--- src/rtl/atic_pkg.sv ---
package atic_pkg;

   localparam int unsigned BANK_N    = 8;
   localparam int unsigned BANK_BASE = 8;

   localparam logic [3:0] A_CTRL  = 4'd0;
   localparam logic [3:0] A_TIMER = 4'd7;

   typedef enum logic [2:0] {
      AK_NONE    = 3'd0,
      AK_DAILY   = 3'd1,
      AK_WEEKDAY = 3'd2,
      AK_DATED   = 3'd3,
      AK_TIMER   = 3'd4
   } alarm_kind_e;

   // layout of bank entry 0 (alarm setup byte)
   typedef struct packed {
      logic        alarm_ie;
      logic [2:0]  kind;
      logic        timer_ie;
      logic [2:0]  unit;
   } alarm_setup_t;

   // bank entry indices
   localparam int unsigned B_SETUP = 0;
   localparam int unsigned B_HUND  = 1;
   localparam int unsigned B_SEC   = 2;
   localparam int unsigned B_MIN   = 3;
   localparam int unsigned B_HOUR  = 4;
   localparam int unsigned B_DATE  = 5;
   localparam int unsigned B_MONTH = 6;
   localparam int unsigned B_LAST  = 7;

   function automatic alarm_kind_e kind_of(input logic [2:0] v);
      case (v)
         3'd1:    return AK_DAILY;
         3'd2:    return AK_WEEKDAY;
         3'd3:    return AK_DATED;
         3'd4:    return AK_TIMER;
         default: return AK_NONE;
      endcase
   endfunction

endpackage

--- src/rtl/atic_bcd_timer.sv ---
module atic_bcd_timer #(
   parameter int unsigned DIGITS = 2,
   localparam int unsigned W = 4 * DIGITS
) (
   input  logic         clk_i,
   input  logic         rst_ni,
   input  logic         adv_i,
   input  logic         ld_i,
   input  logic [W-1:0] ld_val_i,
   output logic [W-1:0] cnt_o,
   output logic [W-1:0] nxt_o,
   output logic         wrap_o
);

   if (DIGITS < 1) begin : g_bad_digits
      $error("atic_bcd_timer: DIGITS must be at least 1");
   end

   logic [W-1:0]    cnt_q;
   logic [DIGITS:0] carry;

   assign carry[0] = adv_i;

   for (genvar d = 0; d < DIGITS; d++) begin : g_digit
      logic [3:0] cur;
      logic       at_nine;
      assign cur            = cnt_q[4*d +: 4];
      assign at_nine        = (cur == 4'd9);
      assign carry[d+1]     = carry[d] & at_nine;
      assign nxt_o[4*d +: 4] = carry[d] ? (at_nine ? 4'd0 : 4'(cur + 4'd1)) : cur;
   end

   always_ff @(posedge clk_i or negedge rst_ni) begin
      if (!rst_ni)   cnt_q <= '0;
      else if (ld_i) cnt_q <= ld_val_i;
      else           cnt_q <= nxt_o;
   end

   assign cnt_o  = cnt_q;
   assign wrap_o = carry[DIGITS];

endmodule

--- src/rtl/atic_regs.sv ---
module atic_regs
   import atic_pkg::*;
#(
   parameter int unsigned REG_W = 8
) (
   input  logic                          clk_i,
   input  logic                          rst_ni,
   input  logic                          we_i,
   input  logic [3:0]                    addr_i,
   input  logic [REG_W-1:0]              wdata_i,
   output logic [REG_W-1:2]              ctrl_hi_o,
   output logic [BANK_N-1:0][REG_W-1:0]  bank_o
);

   if (REG_W < 8) begin : g_bad_width
      $error("atic_regs: REG_W must be at least 8");
   end

   logic [REG_W-1:2] ctrl_hi_q;

   always_ff @(posedge clk_i or negedge rst_ni) begin
      if (!rst_ni)                          ctrl_hi_q <= '0;
      else if (we_i && addr_i == A_CTRL)    ctrl_hi_q <= wdata_i[REG_W-1:2];
   end

   for (genvar i = 0; i < BANK_N; i++) begin : g_bank
      localparam logic [3:0] MY_ADDR = 4'(BANK_BASE + i);
      logic [REG_W-1:0] byte_q;
      always_ff @(posedge clk_i or negedge rst_ni) begin
         if (!rst_ni)                        byte_q <= '0;
         else if (we_i && addr_i == MY_ADDR) byte_q <= wdata_i;
      end
      assign bank_o[i] = byte_q;
   end

   assign ctrl_hi_o = ctrl_hi_q;

endmodule

--- src/rtl/atic_match.sv ---
module atic_match
   import atic_pkg::*;
#(
   parameter int unsigned REG_W  = 8,
   parameter int unsigned WDAY_W = 3
) (
   input  alarm_kind_e                   kind_i,
   input  logic [BANK_N-1:0][REG_W-1:0]  bank_i,
   input  logic [REG_W-1:0]              hund_i,
   input  logic [REG_W-1:0]              sec_i,
   input  logic [REG_W-1:0]              min_i,
   input  logic [REG_W-1:0]              hour_i,
   input  logic [REG_W-1:0]              date_i,
   input  logic [REG_W-1:0]              month_i,
   input  logic [WDAY_W-1:0]             wday_i,
   output logic                          hit_o
);

   if ((1 << WDAY_W) > REG_W) begin : g_bad_wday
      $error("atic_match: weekday mask does not fit one register");
   end

   logic time_eq;
   logic day_eq;
   logic wday_ok;

   assign time_eq = (hund_i == bank_i[B_HUND]) && (sec_i  == bank_i[B_SEC]) &&
                    (min_i  == bank_i[B_MIN])  && (hour_i == bank_i[B_HOUR]);
   assign day_eq  = (date_i == bank_i[B_DATE]) && (month_i == bank_i[B_MONTH]);
   assign wday_ok = bank_i[B_LAST][wday_i];

   always_comb begin
      unique case (kind_i)
         AK_DAILY:   hit_o = time_eq;
         AK_WEEKDAY: hit_o = time_eq && wday_ok;
         AK_DATED:   hit_o = time_eq && day_eq;
         default:    hit_o = 1'b0;
      endcase
   end

endmodule

--- src/rtl/alarm_timer_irq.sv ---
module alarm_timer_irq
   import atic_pkg::*;
#(
   parameter int unsigned REG_W        = 8,
   parameter int unsigned TIMER_DIGITS = 2,
   parameter int unsigned UNIT_N       = 5,
   parameter int unsigned WDAY_N       = 7,
   localparam int unsigned WDAY_W      = $clog2(WDAY_N)
) (
   input  logic               clk_i,
   input  logic               rst_ni,
   input  logic [UNIT_N-1:0]  inc_i,
   input  logic [REG_W-1:0]   now_hund_i,
   input  logic [REG_W-1:0]   now_sec_i,
   input  logic [REG_W-1:0]   now_min_i,
   input  logic [REG_W-1:0]   now_hour_i,
   input  logic [REG_W-1:0]   now_date_i,
   input  logic [REG_W-1:0]   now_month_i,
   input  logic [WDAY_W-1:0]  now_wday_i,
   input  logic               reg_we_i,
   input  logic [3:0]         reg_addr_i,
   input  logic [REG_W-1:0]   reg_wdata_i,
   output logic [REG_W-1:0]   reg_rdata_o,
   output logic               alarm_flag_o,
   output logic               timer_flag_o,
   output logic               irq_no
);

   localparam int unsigned TMR_W    = 4 * TIMER_DIGITS;
   localparam int unsigned DAY_UNIT = UNIT_N - 1;

   if (TMR_W != REG_W) begin : g_bad_timer
      $error("alarm_timer_irq: timer must fill exactly one register");
   end
   if (UNIT_N < 2 || UNIT_N > 8) begin : g_bad_units
      $error("alarm_timer_irq: UNIT_N must be 2..8");
   end
   if (REG_W != $bits(alarm_setup_t)) begin : g_bad_setup
      $error("alarm_timer_irq: setup byte layout needs REG_W of 8");
   end

   logic [REG_W-1:2]             ctrl_hi;
   logic [BANK_N-1:0][REG_W-1:0] bank;
   alarm_setup_t                 setup;
   logic                         alarm_en;
   alarm_kind_e                  kind_eff;
   logic [2:0]                   unit_idx;
   logic                         timer_adv;
   logic                         timer_ld;
   logic [TMR_W-1:0]             timer_cnt;
   logic [TMR_W-1:0]             timer_nxt;
   logic                         timer_wrap;
   logic                         clk_hit;
   logic                         tick;
   logic                         ctrl_wr;
   logic                         set_alarm;
   logic                         set_timer;
   logic                         alarm_q;
   logic                         timer_q;

   atic_regs #(.REG_W(REG_W)) u_regs (
      .clk_i     (clk_i),
      .rst_ni    (rst_ni),
      .we_i      (reg_we_i),
      .addr_i    (reg_addr_i),
      .wdata_i   (reg_wdata_i),
      .ctrl_hi_o (ctrl_hi),
      .bank_o    (bank)
   );

   assign alarm_en = ctrl_hi[2];
   assign setup    = alarm_setup_t'(bank[B_SETUP]);
   assign kind_eff = alarm_en ? kind_of(setup.kind) : AK_NONE;
   assign tick     = inc_i[0];
   assign timer_ld = reg_we_i && (reg_addr_i == A_TIMER);
   assign ctrl_wr  = reg_we_i && (reg_addr_i == A_CTRL);

   // timer unit choice: days whenever no alarm kind is active
   always_comb begin
      if (kind_eff == AK_NONE || 32'(setup.unit) > DAY_UNIT) unit_idx = 3'(DAY_UNIT);
      else                                                  unit_idx = setup.unit;
      timer_adv = 1'b0;
      for (int u = 0; u < UNIT_N; u++) begin
         if (unit_idx == 3'(u)) timer_adv = inc_i[u];
      end
   end

   atic_bcd_timer #(.DIGITS(TIMER_DIGITS)) u_timer (
      .clk_i    (clk_i),
      .rst_ni   (rst_ni),
      .adv_i    (timer_adv),
      .ld_i     (timer_ld),
      .ld_val_i (reg_wdata_i),
      .cnt_o    (timer_cnt),
      .nxt_o    (timer_nxt),
      .wrap_o   (timer_wrap)
   );

   atic_match #(.REG_W(REG_W), .WDAY_W(WDAY_W)) u_match (
      .kind_i  (kind_eff),
      .bank_i  (bank),
      .hund_i  (now_hund_i),
      .sec_i   (now_sec_i),
      .min_i   (now_min_i),
      .hour_i  (now_hour_i),
      .date_i  (now_date_i),
      .month_i (now_month_i),
      .wday_i  (now_wday_i),
      .hit_o   (clk_hit)
   );

   assign set_alarm = (tick && clk_hit) ||
                      (kind_eff == AK_TIMER && timer_adv && !timer_ld &&
                       timer_nxt == bank[B_LAST]);
   assign set_timer = timer_wrap && !timer_ld;

   always_ff @(posedge clk_i or negedge rst_ni) begin
      if (!rst_ni) begin
         alarm_q <= 1'b0;
         timer_q <= 1'b0;
      end else begin
         if (set_alarm)    alarm_q <= 1'b1;
         else if (ctrl_wr) alarm_q <= alarm_q & reg_wdata_i[1];
         if (set_timer)    timer_q <= 1'b1;
         else if (ctrl_wr) timer_q <= timer_q & reg_wdata_i[0];
      end
   end

   always_comb begin
      if (reg_addr_i == A_CTRL)          reg_rdata_o = {ctrl_hi, alarm_q, timer_q};
      else if (reg_addr_i == A_TIMER)    reg_rdata_o = timer_cnt;
      else if (reg_addr_i[3])            reg_rdata_o = bank[reg_addr_i[2:0]];
      else                               reg_rdata_o = '0;
   end

   assign alarm_flag_o = alarm_q;
   assign timer_flag_o = timer_q;
   assign irq_no = !(alarm_en && ((alarm_q && setup.alarm_ie) || (timer_q && setup.timer_ie)));

endmodule

--- config.mk ---
export PLATFORM = sky130hd
export DESIGN_NAME = alarm_timer_irq
export DESIGN_NICKNAME = d
export VERILOG_FILES = /design/src/rtl/atic_pkg.sv /design/src/rtl/atic_bcd_timer.sv /design/src/rtl/atic_regs.sv /design/src/rtl/atic_match.sv /design/src/rtl/alarm_timer_irq.sv
export SDC_FILE = /design/constraint.sdc
export NUM_CORES = 1
export LEC_CHECK = 0
export BUFFER_PORTS_ARGS = -buffer_cell sky130_fd_sc_hd__buf_4
export CAP_MARGIN = 20
export CORE_UTILIZATION = 55
export CTS_BUF_LIST = sky130_fd_sc_hd__clkbuf_16
export CTS_CLUSTER_SIZE = 24
export DETAILED_ROUTE_END_ITERATION = 12
export PLACE_DENSITY_LB_ADDON = 0.15
export SYNTH_ARGS = -nofsm -noshare
export SYNTH_HDL_FRONTEND = slang
export SYNTH_HIERARCHICAL = 1
export SYNTH_SLANG_ARGS = --single-unit
--- constraint.sdc ---
create_clock -name clk_i -period 5.45 [get_ports clk_i]
set_clock_uncertainty 0.2 [all_clocks]
set_input_delay 0.2725 -clock clk_i [delete_from_list [all_inputs] [get_ports clk_i]]
set_output_delay 0.2725 -clock clk_i [all_outputs]
set_load 0.01 [all_outputs]
==> metrics <==
Peak Freq=335 MHz; FP Rows=33; post-synthesis sequential area ratio=41.9%; ranking of synthesized cells by area=dfrtp_1 42%, mux2_2 15%, xor2_1 9.2%; worst skew pair latency=330 ps; Final period util=54.7%; Routed WL=12700 µm; status=completed; Warnings, synthesis=6; VDD IR max=190 µV; final core occ=69.6%; R2R setup slack=2470 ps; Final Cell Area=5770 µm²; detailed-route vias per instance=6.08; synthesized area per cell=12.9 µm²; initial core utilization=57.6%; first-pass GRT wire length=19700 µm; CTS clk-pin slew, worst paths=60 ps; pin slew with the least headroom to its limit=591 ps; # port buffers=81; area delta synth->final=20.8%; FF-to-FF Start=u_regs/g_bank[0].byte_q[5]; H-Tree Depth=3; die height=95.2 µm; # DRC=0; WHS Endpoint=u_regs/g_bank[4].byte_q[1]; synthesized cell area=4780 µm²; EDFF count, synth=0; critical path arrival=3060 ps; Hold Path Stages=2; final setup TNS=0 ps; post-CTS sizing=0; gpl congestion=0.883; CP required=5530 ps; first-pass detailed-route iteration total=4; root buf cell=clkbuf_16; Async SR Flop Fraction=100%; routed length per placed instance=22.7 µm; Antenna Nets Post-Route=0; synth unique cells=48; Static Leak=2.58 nW; max-slew violations=0; All-Layer GR Usage=30.7%; Tot Pwr=2.20 mW; min cycle time layout=2980 ps; initial antenna violation count=0; top-area cell type share of the netlist area=41.9%; hold slack=89.5 ps; Die Area=9060 µm²; Sink Count=80; DIE WIDTH=95.2 µm; ys flop type=dfrtp_1; Slew Limit Headroom=60.0%; largest area contributor in the netlist=dfrtp_1; max cap viols=0; core area=8300 µm²; placed standard-cell area=5450 µm²; drt initial violations=210; WS Path Type=flop to flop; DP HPWL=8960 µm; Worst R2R Path Depth=10; Gate Count Post-Synth=369; layout cells sized above 1=43.4%; Congestion Overflow GR=0; Fin. Hold Viols=0; syn_nets=440; Hold Crit Class=input port to flop; Diodes inserted=0; Clock Path Buffers=2; endpoint type of the worst setup path=flop; worst hold path startpoint=reg_wdata_i[1]; CTS Buf Count=9; vias in the first global route=3441; power per cell area=381 nW/µm²; nets=523; unrepaired setup endpoints after global routing=no; Seq cells post-synth=80; crit start category=flop; io pins=82; pin count of the biggest net entering global routing=81; CTS tree=done; Crit Path Max Fanout=10; Vias=3409; # setup viols final=0; worst reg2reg endpoint=alarm_flag_o
## sequential cells by signal (all words and copies together), names as in the netlist
name                  cells
alarm_flag_o              1
u_timer/cnt_o             8
u_regs/g_bank.byte_q     64
u_regs/ctrl_hi_o          6
timer_flag_o              1
## critical path, cell delays in order (launching register included)
cell	delay [ps]
dfrtp_1	430
o21ai_0	180
nor4bb_1	430
mux2_2	350
nand3b_4	150
or4b_4	550
nand2_1	90
xnor2_1	110
nand2_1	60
nor3_1	190
a31o_1	160
## power by group
group	internal (mW)	switching, mW
Combinational	0.381	0.278
Clock	0.350	0.239
Sequential	0.748	0.202
## Yosys cell counts (4+ instances only)
library cell  count
mux2_2           65
nand4_1           4
o21ai_0           7
nor4_1           12
a21oi_1           9
clkbuf_1          4
xnor2_1          10
xor2_1           50
nand2b_1          5
nor2b_1           4
nor2_2            6
mux2i_1           8
mux2_4           10
nor2_1            6
mux4_2           13
dfrtp_1          80
nor3_1            5
a221oi_1          8
mux4_1            6
nand2_1          11
## through the flow
stage,worst slack [ps],std cells
detailed placement,2510,544
CTS,2490,560
global placement,2610,544
finish,2470,561
floorplan,2890,369
global route,2310,561
## how the worst max path moves through the flow
stage	startpoint	slack, ps	cells after the start	to
finish	u_regs/g_bank[0].byte_q[5]	2470	10	alarm_flag_o
detailed placement	u_regs/g_bank[0].byte_q[5]	2510	10	alarm_flag_o
CTS	u_regs/g_bank[0].byte_q[5]	2490	10	alarm_flag_o
global placement	u_regs/g_bank[0].byte_q[5]	2610	10	alarm_flag_o
floorplan	u_regs/g_bank[0].byte_q[5]	2890	10	alarm_flag_o
global route	u_regs/g_bank[0].byte_q[5]	2310	10	alarm_flag_o
## placed cells by master, fill, tap and decap left out, types with 3 or more instances in the layout
cell type  synthesis  final
nand3_1            3      3
mux4_2            13     13
inv_1              3      3
nor2_1             6      6
nor2_2             6      6
xnor2_1           10     10
a31oi_1            3      3
a21oi_1            9      9
clkinv_2           0      3
nor2b_1            4      4
mux2i_1            8      8
dfrtp_1           80     80
clkbuf_16          0      9
nand4_1            4      4
nand2_1           11     11
mux4_1             6      6
mux2_2            65     65
buf_4              0     81
o21ai_0            7      7
nand2b_1           5      5
a221oi_1           8      8
nor4_1            12     12
xor2_1            50     50
nor3_1             5      5
mux2_4            10     10
## cell type report
cell class / count / area [µm²]
flip-flops and latches: 80 / 2000
clock buffers: 9 / 225
repair buffers: 83 / 646
multi-input cells: 275 / 2700
clock inverters: 6 / 61.3
fillers: 596 / 2520
inverters: 3 / 11.3
well taps: 105 / 131
## cell families (layout without fill, tap and decap cells)
logic type,count (synthesis),in the layout,synth area share [%]
buf+inv,14,101,1.65
xor+xnor,60,60,11.0
flops,80,80,41.9
mux,102,102,29.6
compound gates,36,36,5.24
simple gates,77,77,10.7
## timing repair
| action | in CTS | in global routing |
|---|---|---|
| hold buffers | 1 | 0 |
| setup buffers | 0 | 0 |
| endpoints found under the hold margin | 80 | 0 |
## per-layer routing
metal | global-route usage (%) | share of wire, %
met1 | 43.1 | 45
met2 | 48.1 | 48
met3 | 6.94 | 6.6
met4 | 7.95 | 1.1
met5 | 0 | 0
(Power assumes the default switching activity.)
